`src/rtl/fp_mm_pkg.sv`:
```
package fp_mm_pkg;
  typedef enum logic [1:0] {
    FAM_NUM08 = 2'b00,
    FAM_MIN19 = 2'b01,
    FAM_NUM19 = 2'b10,
    FAM_CSTY  = 2'b11
  } mm_family_e;

  typedef struct packed {
    logic is_max;
    logic by_mag;
  } mm_sel_t;
endpackage

```
`src/rtl/fp_mm_classify.sv`:
```
module fp_mm_classify #(
  parameter int EXP_W = 11,
  parameter int MAN_W = 52,
  localparam int W = 1 + EXP_W + MAN_W
) (
  input  logic [W-1:0] op_i,
  output logic         nan_o,
  output logic         snan_o,
  output logic         zero_o,
  output logic         sign_o,
  output logic [W-2:0] mag_o
);
  logic exp_ones;
  logic man_nz;
  assign exp_ones = &op_i[W-2:MAN_W];
  assign man_nz   = |op_i[MAN_W-1:0];
  assign nan_o    = exp_ones & man_nz;
  assign snan_o   = nan_o & ~op_i[MAN_W-1];
  assign zero_o   = ~|op_i[W-2:0];
  assign sign_o   = op_i[W-1];
  assign mag_o    = op_i[W-2:0];
endmodule

```
`src/rtl/fp_mm_order.sv`:
```
module fp_mm_order #(
  parameter int MAG_W = 63
) (
  input  logic             sa_i,
  input  logic             sb_i,
  input  logic [MAG_W-1:0] ma_i,
  input  logic [MAG_W-1:0] mb_i,
  input  logic             za_i,
  input  logic             zb_i,
  output logic             tot_lt_o,
  output logic             mag_lt_o,
  output logic             mag_eq_o,
  output logic             ieee_eq_o,
  output logic             ieee_lt_o
);
  logic m_lt, m_gt;
  assign m_lt = ma_i < mb_i;
  assign m_gt = ma_i > mb_i;
  // total order on non-NaN values, -0 below +0
  assign tot_lt_o  = (sa_i & ~sb_i) | (~sa_i & ~sb_i & m_lt) | (sa_i & sb_i & m_gt);
  assign mag_lt_o  = m_lt;
  assign mag_eq_o  = ~m_lt & ~m_gt;
  assign ieee_eq_o = ((sa_i == sb_i) & mag_eq_o) | (za_i & zb_i);
  assign ieee_lt_o = tot_lt_o & ~ieee_eq_o;
endmodule

```
`src/rtl/fp_mm_select.sv`:
```
module fp_mm_select
  import fp_mm_pkg::*;
(
  input  mm_family_e fam_i,
  input  mm_sel_t    sel_i,
  input  logic       an_i,
  input  logic       bn_i,
  input  logic       as_i,
  input  logic       bs_i,
  input  logic       tot_lt_i,
  input  logic       mag_lt_i,
  input  logic       mag_eq_i,
  input  logic       ieee_eq_i,
  output logic       pick_a_o
);
  logic lt_ord, ord_pick;
  always_comb begin
    lt_ord   = sel_i.by_mag ? (mag_lt_i | (mag_eq_i & tot_lt_i)) : tot_lt_i;
    ord_pick = sel_i.is_max ? ~lt_ord : lt_ord;
    unique case (fam_i)
      FAM_CSTY:  pick_a_o = (an_i | bn_i | ieee_eq_i) ? 1'b0 : ord_pick;
      FAM_MIN19: pick_a_o = an_i ? 1'b1 : (bn_i ? 1'b0 : ord_pick);
      FAM_NUM08: begin
        if (as_i)                             pick_a_o = 1'b1;
        else if (bs_i)                        pick_a_o = 1'b0;
        else if (an_i)                        pick_a_o = bn_i;
        else if (bn_i)                        pick_a_o = 1'b1;
        else if (!sel_i.by_mag && ieee_eq_i)  pick_a_o = 1'b1;
        else                                  pick_a_o = ord_pick;
      end
      default: begin
        if (an_i)      pick_a_o = bn_i;
        else if (bn_i) pick_a_o = 1'b1;
        else           pick_a_o = ord_pick;
      end
    endcase
  end
endmodule

```
`src/rtl/fp_minmax_unit.sv`:
```
module fp_minmax_unit
  import fp_mm_pkg::*;
#(
  parameter int EXP_W = 11,
  parameter int MAN_W = 52,
  localparam int W = 1 + EXP_W + MAN_W
) (
  input  logic         clk_i,
  input  logic         rst_ni,
  input  logic [W-1:0] a_i,
  input  logic [W-1:0] b_i,
  input  logic [3:0]   mode_i,
  input  logic         rec_i,
  output logic [W-1:0] res_o,
  output logic         invalid_o,
  output logic [3:0]   cond_o
);
  localparam logic [W-1:0] QBIT = W'(1) << (MAN_W - 1);

  logic [1:0][W-1:0] ops;
  logic [1:0]        nan, snan, zero, sgn;
  logic [1:0][W-2:0] mag;
  assign ops = {b_i, a_i};

  for (genvar g = 0; g < 2; g++) begin : g_cls
    fp_mm_classify #(.EXP_W(EXP_W), .MAN_W(MAN_W)) cls_i (
      .op_i(ops[g]), .nan_o(nan[g]), .snan_o(snan[g]), .zero_o(zero[g]),
      .sign_o(sgn[g]), .mag_o(mag[g])
    );
  end

  logic tot_lt, mag_lt, mag_eq, ieee_eq, ieee_lt, pick_a;
  fp_mm_order #(.MAG_W(W-1)) ord_i (
    .sa_i(sgn[0]), .sb_i(sgn[1]), .ma_i(mag[0]), .mb_i(mag[1]),
    .za_i(zero[0]), .zb_i(zero[1]), .tot_lt_o(tot_lt), .mag_lt_o(mag_lt),
    .mag_eq_o(mag_eq), .ieee_eq_o(ieee_eq), .ieee_lt_o(ieee_lt)
  );

  mm_sel_t sel;
  assign sel.is_max = mode_i[0];
  assign sel.by_mag = mode_i[1];

  fp_mm_select sel_i (
    .fam_i(mm_family_e'(mode_i[3:2])), .sel_i(sel), .an_i(nan[0]), .bn_i(nan[1]),
    .as_i(snan[0]), .bs_i(snan[1]), .tot_lt_i(tot_lt), .mag_lt_i(mag_lt),
    .mag_eq_i(mag_eq), .ieee_eq_i(ieee_eq), .pick_a_o(pick_a)
  );

  logic [W-1:0] res_d;
  logic [3:0]   cond_d;
  always_comb begin
    res_d = pick_a ? a_i : b_i;
    if (pick_a ? nan[0] : nan[1]) res_d = res_d | QBIT;
    if (!rec_i)            cond_d = 4'b0000;
    else if (|nan)         cond_d = 4'b0001;
    else if (ieee_eq)      cond_d = 4'b0010;
    else if (ieee_lt)      cond_d = 4'b1000;
    else                   cond_d = 4'b0100;
  end

  logic started_q;
  always_ff @(posedge clk_i or negedge rst_ni) begin
    if (!rst_ni) begin
      res_o     <= '0;
      invalid_o <= 1'b0;
      cond_o    <= '0;
      started_q <= 1'b0;
    end else begin
      res_o     <= res_d;
      invalid_o <= |snan;
      cond_o    <= cond_d;
      started_q <= 1'b1;
    end
  end

  p_nan_quiet_r10: assert property (@(posedge clk_i) disable iff (!rst_ni)
    (&res_o[W-2:MAN_W] && |res_o[MAN_W-1:0]) |-> res_o[MAN_W-1]);

  p_res_from_operand_r10: assert property (@(posedge clk_i) disable iff (!rst_ni)
    started_q |-> (res_o == $past(a_i) || res_o == $past(b_i) ||
                   res_o == ($past(a_i) | QBIT) || res_o == ($past(b_i) | QBIT)));

  p_cond_off_r12: assert property (@(posedge clk_i) disable iff (!rst_ni)
    (started_q && !$past(rec_i)) |-> (cond_o == 4'b0000));

  p_cond_onehot_r12: assert property (@(posedge clk_i) disable iff (!rst_ni)
    (started_q && $past(rec_i)) |-> ($countones(cond_o) == 1));

  p_csty_nan_b_r9: assert property (@(posedge clk_i) disable iff (!rst_ni)
    (started_q && $past(mode_i[3:2]) == 2'b11 && $past(|nan))
      |-> ((res_o | QBIT) == ($past(b_i) | QBIT)));
endmodule

```
`config.mk`:
```
export PLATFORM = sky130hd
export DESIGN_NAME = fp_minmax_unit
export DESIGN_NICKNAME = d
export VERILOG_FILES = /design/src/rtl/fp_mm_pkg.sv /design/src/rtl/fp_mm_classify.sv /design/src/rtl/fp_mm_order.sv /design/src/rtl/fp_mm_select.sv /design/src/rtl/fp_minmax_unit.sv
export SDC_FILE = /design/constraint.sdc
export NUM_CORES = 1
export LEC_CHECK = 0
export BUFFER_PORTS_ARGS = -buffer_cell sky130_fd_sc_hd__buf_2
export CORE_ASPECT_RATIO = 0.8
export CORE_UTILIZATION = 56
export DETAILED_ROUTE_END_ITERATION = 6
export PLACE_DENSITY = 0.88
export SLEW_MARGIN = 20
export SYNTH_ARGS = -nofsm -noshare
export SYNTH_HDL_FRONTEND = slang
export SYNTH_HIERARCHICAL = 1
export SYNTH_SLANG_ARGS = --single-unit
```
`constraint.sdc`:
```
create_clock -name clk_i -period 1 [get_ports clk_i]
set_clock_uncertainty 0.05 [all_clocks]
set_input_delay 0.1 -clock clk_i [delete_from_list [all_inputs] [get_ports clk_i]]
set_output_delay 0.1 -clock clk_i [all_outputs]
set_load 0.01 [all_outputs]
```
**Word level (Yosys, flattened, before mapping)**

Index checks and enable logic that the tools add are counted.

- Register bits: 69
- Word-level logic and storage cells: 69
- Output and inout port bits: 69
- Bits of input ports: 135

- Reduce and logical (&&, ||, !) cells: 13
- $lt $le $gt $ge: 2
- Muxes and demuxes: 20
- Equality and inequality tests: 3
- Bitwise operators: 28

Operators with widths:

| kind | number |
|---|---|
| 63-bit OR reduction | 2 |
| 52-bit OR reduction | 2 |
| 64-bit 2-to-1 mux | 1 |
| 63-bit greater-than comparator | 1 |
| 63-bit < comparator | 1 |
| 52-bit 2-to-1 mux | 1 |
| 11-bit AND reduction | 2 |
| 4-bit 2-to-1 mux | 4 |
| 1-bit bitwise AND | 14 |
| 1-bit 2-to-1 mux | 13 |
| 1-bit NOT | 8 |
| 1-bit OR | 6 |
| 2-bit OR reduction | 2 |
| 1-bit zero test | 3 |
| 1-bit one-hot mux with 3 select lines | 1 |
| 2-bit by 1-bit equality test with 1-bit output, second input constant | 1 |
| 2-bit equality test, second input constant | 1 |
| 2-bit zero test | 1 |
| 1-bit equality test | 1 |
| 1-bit logical AND | 1 |

**Depth between registers and ports, before layout**

- Word-level depth: 18
- Mapped depth: 19
- Gate-level depth less buffers: 15

**Modules after synthesis**

Netlist, hierarchy kept.

Modules (own cells, without submodules):

| module | seq. area each (um^2) | cells each | times used | area an instance (um^2) |
|---|---|---|---|---|
| fp_minmax_unit | 1726.7 | 148 | 1 | 2745.1 |
| fp_mm_order | 0.0 | 248 | 1 | 1762.9 |
| fp_mm_classify | 0.0 | 93 | 2 | 670.6 |
| fp_mm_select | 0.0 | 16 | 1 | 102.6 |

**Worst setup path after synthesis**

OpenSTA, ideal clock, no wires.

- Kind: input-to-reg
- Start point: in a_i[61]
- End point: reg res_o[14]
- Setup slack: -2.497 ns
- Data arrival time: 3.322 ns
- Setup time: 0.125 ns
- Data required time: 0.825 ns
- Stages on the path: 17
- Path buffers: 4
- Cells stage by stage: buf_4 -> ha_1 -> nand4_4 -> nor4_4 -> nand3_1 -> nor3_1 -> o41ai_1 -> and2_1 -> buf_6 -> o31ai_1 -> nor3b_1 -> nor4_1 -> o32ai_1 -> a21o_1 -> buf_6 -> buf_6 -> mux2_4

- Elaborated cells between the ends (all ways): 38
- Classes of those cells: order compare (2); mux (15); bitwise (17); reduce/logical (4)

RTL lines:

| item | line | source |
|---|---|---|
| start, declared | fp_minmax_unit.sv:10 | `input logic [W-1:0] a_i,` |
| 63-bit < comparator (*) | fp_mm_order.sv:17 | `assign m_lt = ma_i < mb_i;` |
| net mag_lt | fp_minmax_unit.sv:32 | `logic tot_lt, mag_lt, mag_eq, ieee_eq, ieee_lt, pick_a;` |
| 1-bit NOT (*) | fp_mm_order.sv:22 | `assign mag_eq_o = ~m_lt & ~m_gt;` |
| 1-bit bitwise AND (*) | fp_mm_order.sv:22 |  |
| 1-bit bitwise AND (*) | fp_mm_order.sv:23 | `assign ieee_eq_o = ((sa_i == sb_i) & mag_eq_o) \| (za_i & zb_i);` |
| 1-bit OR (*) | fp_mm_order.sv:23 |  |
| net ieee_eq | fp_minmax_unit.sv:32 |  |
| 1-bit logical AND | fp_mm_select.sv:28 | `else if (!sel_i.by_mag && ieee_eq_i) pick_a_o = 1'b1;` |
| [... 2 more ...] | - |  |
| 1-bit 2-to-1 mux | fp_mm_select.sv:26 | `else if (an_i) pick_a_o = bn_i;` |
| 1-bit 2-to-1 mux | fp_mm_select.sv:25 | `else if (bs_i) pick_a_o = 1'b0;` |
| 1-bit 2-to-1 mux | fp_mm_select.sv:24 | `if (as_i) pick_a_o = 1'b1;` |
| 1-bit one-hot mux with 3 select lines (*) | fp_mm_select.sv:20 | `unique case (fam_i)` |
| net pick_a | fp_minmax_unit.sv:32 |  |
| 64-bit 2-to-1 mux (*) | fp_minmax_unit.sv:52 | `res_d = pick_a ? a_i : b_i;` |
| 52-bit 2-to-1 mux (*) | fp_minmax_unit.sv:53 | `if (pick_a ? nan[0] : nan[1]) res_d = res_d \| QBIT;` |
| net res_d[14] | fp_minmax_unit.sv:49 | `logic [W-1:0] res_d;` |
| end signal, assigned | fp_minmax_unit.sv:69 | `res_o <= res_d;` |
| end, declared | fp_minmax_unit.sv:14 | `output logic [W-1:0] res_o,` |

Mark *: on every way through the listed nets, which the timed path passes. The rest lies on a longest branch.

**Final worst setup path**

- Start point: in b_i[45]
- End point: reg res_o[47]

- Elaborated cells between the ends (all ways): 38
- Classes of those cells: order compare (2); mux (15); bitwise (17); reduce/logical (4)

RTL lines:

| item | line | source |
|---|---|---|
| start, declared | fp_minmax_unit.sv:11 | `input logic [W-1:0] b_i,` |
| 63-bit < comparator (*) | fp_mm_order.sv:17 |  |
| net mag_lt | fp_minmax_unit.sv:32 |  |
| 1-bit NOT (*) | fp_mm_order.sv:22 |  |
| 1-bit bitwise AND (*) | fp_mm_order.sv:22 |  |
| 1-bit bitwise AND (*) | fp_mm_order.sv:23 |  |
| 1-bit OR (*) | fp_mm_order.sv:23 |  |
| net ieee_eq | fp_minmax_unit.sv:32 |  |
| 1-bit logical AND | fp_mm_select.sv:28 |  |
| [... 2 more ...] | - |  |
| 1-bit 2-to-1 mux | fp_mm_select.sv:26 |  |
| 1-bit 2-to-1 mux | fp_mm_select.sv:25 |  |
| 1-bit 2-to-1 mux | fp_mm_select.sv:24 |  |
| 1-bit one-hot mux with 3 select lines (*) | fp_mm_select.sv:20 |  |
| net pick_a | fp_minmax_unit.sv:32 |  |
| 64-bit 2-to-1 mux (*) | fp_minmax_unit.sv:52 |  |
| 52-bit 2-to-1 mux (*) | fp_minmax_unit.sv:53 |  |
| net res_d[47] | fp_minmax_unit.sv:49 |  |

Marks and branches as above.

==> reports/metrics.json <==
{
  "status": "finished, violations left",
  "violated_checks": "setup timing",
  "total_wire_length_after_detailed_routing_um": 24470,
  "synth_area_per_cell_sq_um": 9.953,
  "timing.critical_path.required_ps": 1170,
  "syn-num-nets": 799,
  "critPathMaxStageDelay_ps": 340,
  "cp.arrival_ps": 3690,
  "route.detailed.drc": 0,
  "max-clock-path-buffers": 2,
  "avg_wl_per_cell_um": 24.54,
  "fraction_of_synthesized_cell_area_taken_by_the_top_area_cell_type": 0.2901,
  "cts_tree": "built",
  "h_tree_depth": 3,
  "syn2layout_area_growth_pct": 51.69,
  "last_weighted_congestion_value_of_the_routability_driven_placer": 0.9290,
  "fp-row-count": 33,
  "cts_buffers": 9,
  "timing.final.hold_violations": 0,
  "first_global_vias": 5955,
  "yosys-top-cells-count": "sky130_fd_sc_hd__buf_4 (128), sky130_fd_sc_hd__dfrtp_1 (69), sky130_fd_sc_hd__inv_1 (67)",
  "yosysSeqAreaShare": 0.2901,
  "die_h_um": 94.21,
  "floorplan.initialDensity": 0.5789,
  "critical_path_class": "in2reg",
  "antenna_found_initial": 1,
  "cellInternalPower_uw": 7326,
  "final_layout_size_suffix_gt1_frac": 0.6425,
  "die_width_um": 117.3,
  "syn_area_sq_um": 5952,
  "design.die.area_sq_um": 11050,
  "max_slew_margin": 0.6134,
  "global_route.overflow_total": 0,
  "peak_ir_drop_on_the_vdd_network_v": 0.0009694,
  "seq_area_sq_um": 1727,
  "leakagePower_uw": 0.004511,
  "power.clock.fraction": 0.284,
  "clkSinkCount": 69,
  "worst_hold_path_type": "in2reg",
  "number_of_distinct_standard_cells_referenced_by_the_synthesized_netlist": 48,
  "grt_setup_unrepaired": "true",
  "finalMaxSlewViolations": 0,
  "min_period_over_period": 3.515,
  "wire_length_of_the_first_global_routing_pass_um": 29060,
  "cp-end-kind": "register",
  "final_area_sq_um": 9029,
  "finish.cell_count_without_fillers": 997,
  "p_sw_uw": 3595,
  "design.core.area_sq_um": 10280,
  "placed_cell_area_sq_um": 7487,
  "port_buffers": 203,
  "cp_slowest_cell": "sky130_fd_sc_hd__nor3_2",
  "timing.max_cap.violations": 0,
  "crit_path_max_fanout": 13,
  "number_of_endpoints_failing_setup_at_the_final_stage": 94,
  "worst_slack_ps": -2515,
  "dp_hpwl_um": 13260,
  "final.min_clock_period_ps": 3515,
  "clk_transition_reported_paths_ps": 60,
  "post-route-util": 0.8782,
  "pwr-share-comb": 0.411,
  "power_density_nw_per_um2": 1210,
  "detail_route.iter0.violations": 562,
  "multi_input_comb_area_sq_um": 3787,
  "synth_top_cell_by_area": "sky130_fd_sc_hd__dfrtp_1",
  "grt_max_degree": 70,
  "n_fill_cell": 427,
  "ios": 204,
  "post_synth_inst_count": 598,
  "power_switching_share": 0.3292,
  "synth_async_sr_flop_share": 1.000,
  "design.final.nets": 1052,
  "worst_setup_path_start_kind": "primary input",
  "viasPerCell": 6.053,
  "placed_cells": 953,
  "dominantRegCellSynth": "sky130_fd_sc_hd__dfrtp_1",
  "detailroute.via_count": 6035,
  "p_seq_frac": 0.305,
  "synth-seq-cells": 69,
  "worst_path_cell_chain": "buf_2 > inv_1 > ha_4 > nand4_1 > nor3_2 > nand3_2 > nor3_4 > o41ai_4 > and2_4 > o31ai_4 > nor3b_4 > nor4_2 > o32ai_2 > a21o_4 > buf_12 > mux2_4",
  "synthMostInstantiatedCell": "sky130_fd_sc_hd__buf_4",
  "grt_util_all_layers": 0.3471,
  "synth_top_cells_by_area": "sky130_fd_sc_hd__dfrtp_1 (29%), sky130_fd_sc_hd__buf_4 (16%), sky130_fd_sc_hd__ha_1 (14%)",
  "yosysWarnings": 6,
  "max_clock_freq_mhz": 284.5,
  "firstDrtPassIters": 6,
  "synth_enable_flop_cells": 0,
  "ant_nets": 0,
  "max_slew.worst_pin.slew_ps": 580.0,
  "cts_root_buffer": "sky130_fd_sc_hd__clkbuf_16"
}
## layer usage
layer,vias to the layer above,GRT usage,share of wire
met5,-,0,0.0018
li1,2485,-,-
met4,2,0.1667,0.069
met3,174,0.08581,0.12
met1,2836,0.3812,0.35
met2,538,0.6211,0.46
## stage by stage
step           setup TNS, ps  setup WS, ps  total power (uW)  hold slack, ps
6_report             -165560         -2515             10920           3.137
5_1_grt              -175040         -2669             11260           3.730
4_1_cts              -133930         -2071             10270           5.532
3_5_place_dp         -165490         -2531              6713           91.05
3_3_place_gp         -160740         -2444              6568           82.09
2_1_floorplan        -143190         -2197              5481          -245.6
## worst paths after layout
kind / start / to / slack, ps / cells after the start
setup / recovery: b_i[45] / res_o[47]$_DFF_PN0_ / -2510 / 16
hold / removal: a_i[2] / res_o[2]$_DFF_PN0_ / 3 / 2
max in group asynchronous: rst_ni / res_o[24]$_DFF_PN0_ / 300 / 3
min in group asynchronous: rst_ni / res_o[37]$_DFF_PN0_ / 280 / 3
## power by group through the flow
stage	Sequential, uW	Clock [uW]	Combinational (uW)
final	3330	3110	4490
after global routing	3360	3210	4690
after CTS	3270	3040	3960
after detailed placement	3310	0	3400
after global placement	3310	0	3260
after floorplan	3520	0	1960
## worst max-delay path, delay by kind of cell
kind	cells	cell delay, ps
AO/OA/AOI/OAI	4	900
buffers and inverters	3	560
AND/OR/NAND/NOR	7	1450
multiplexers	1	320
adder cells (fa/ha/maj)	1	320
## cell type report
| cell class | count | share of cell area |
|---|---|---|
| multi-input cells | 326 | 0.4195 |
| repair buffers | 378 | 0.3086 |
| flip-flops and latches | 69 | 0.1912 |
| inverters | 67 | 0.03007 |
| clock buffers | 12 | 0.02841 |
| well taps | 140 | 0.01940 |
| clock inverters | 4 | 0.002494 |
| diodes | 1 | 0.0002772 |
## flip-flops by register name, indices dropped and copies added, names as in the netlist
signal,cells
cond_o,4
invalid_o,1
res_o,64
## cell families after synthesis
family | count (synthesis) | share of synthesized area
buffers and inverters | 203 | 0.2178
AO/OA/AOI/OAI | 56 | 0.05991
adder cells (fa/ha/maj) | 66 | 0.1387
flip-flops | 69 | 0.2901
XOR/XNOR | 1 | 0.001472
AND/OR/NAND/NOR | 139 | 0.1408
multiplexers | 64 | 0.1511
## what timing repair did
item,CTS,global route
resized for setup,97,101
hold buffers,8,0
gates cloned,3,1
buffers inserted,9,13
hold endpoints to repair,76,0
pin swaps,24,32
endpoints found under the setup margin,78,110
## layout by cell type, fill, tap and decap left out, drive strengths merged, types with 3 or more instances in the layout
master       netlist  final
a221oi             3      3
nand2b             3      3
nand3b             3      3
buf              136    369
nand3             13     13
nor3              14     14
a21oi             25     25
and4               4      4
or2                3      3
clkinv             0      3
nand2             21     21
o21ai              9      9
inv               67     67
nand4             20     20
ha                66     66
dlygate4sd3        0      8
nor4              35     35
mux2              63     63
dfrtp             69     69
clkbuf             0     13
a211oi             3      3
nor2              14     14
Power figures use the tool's default switching activity.
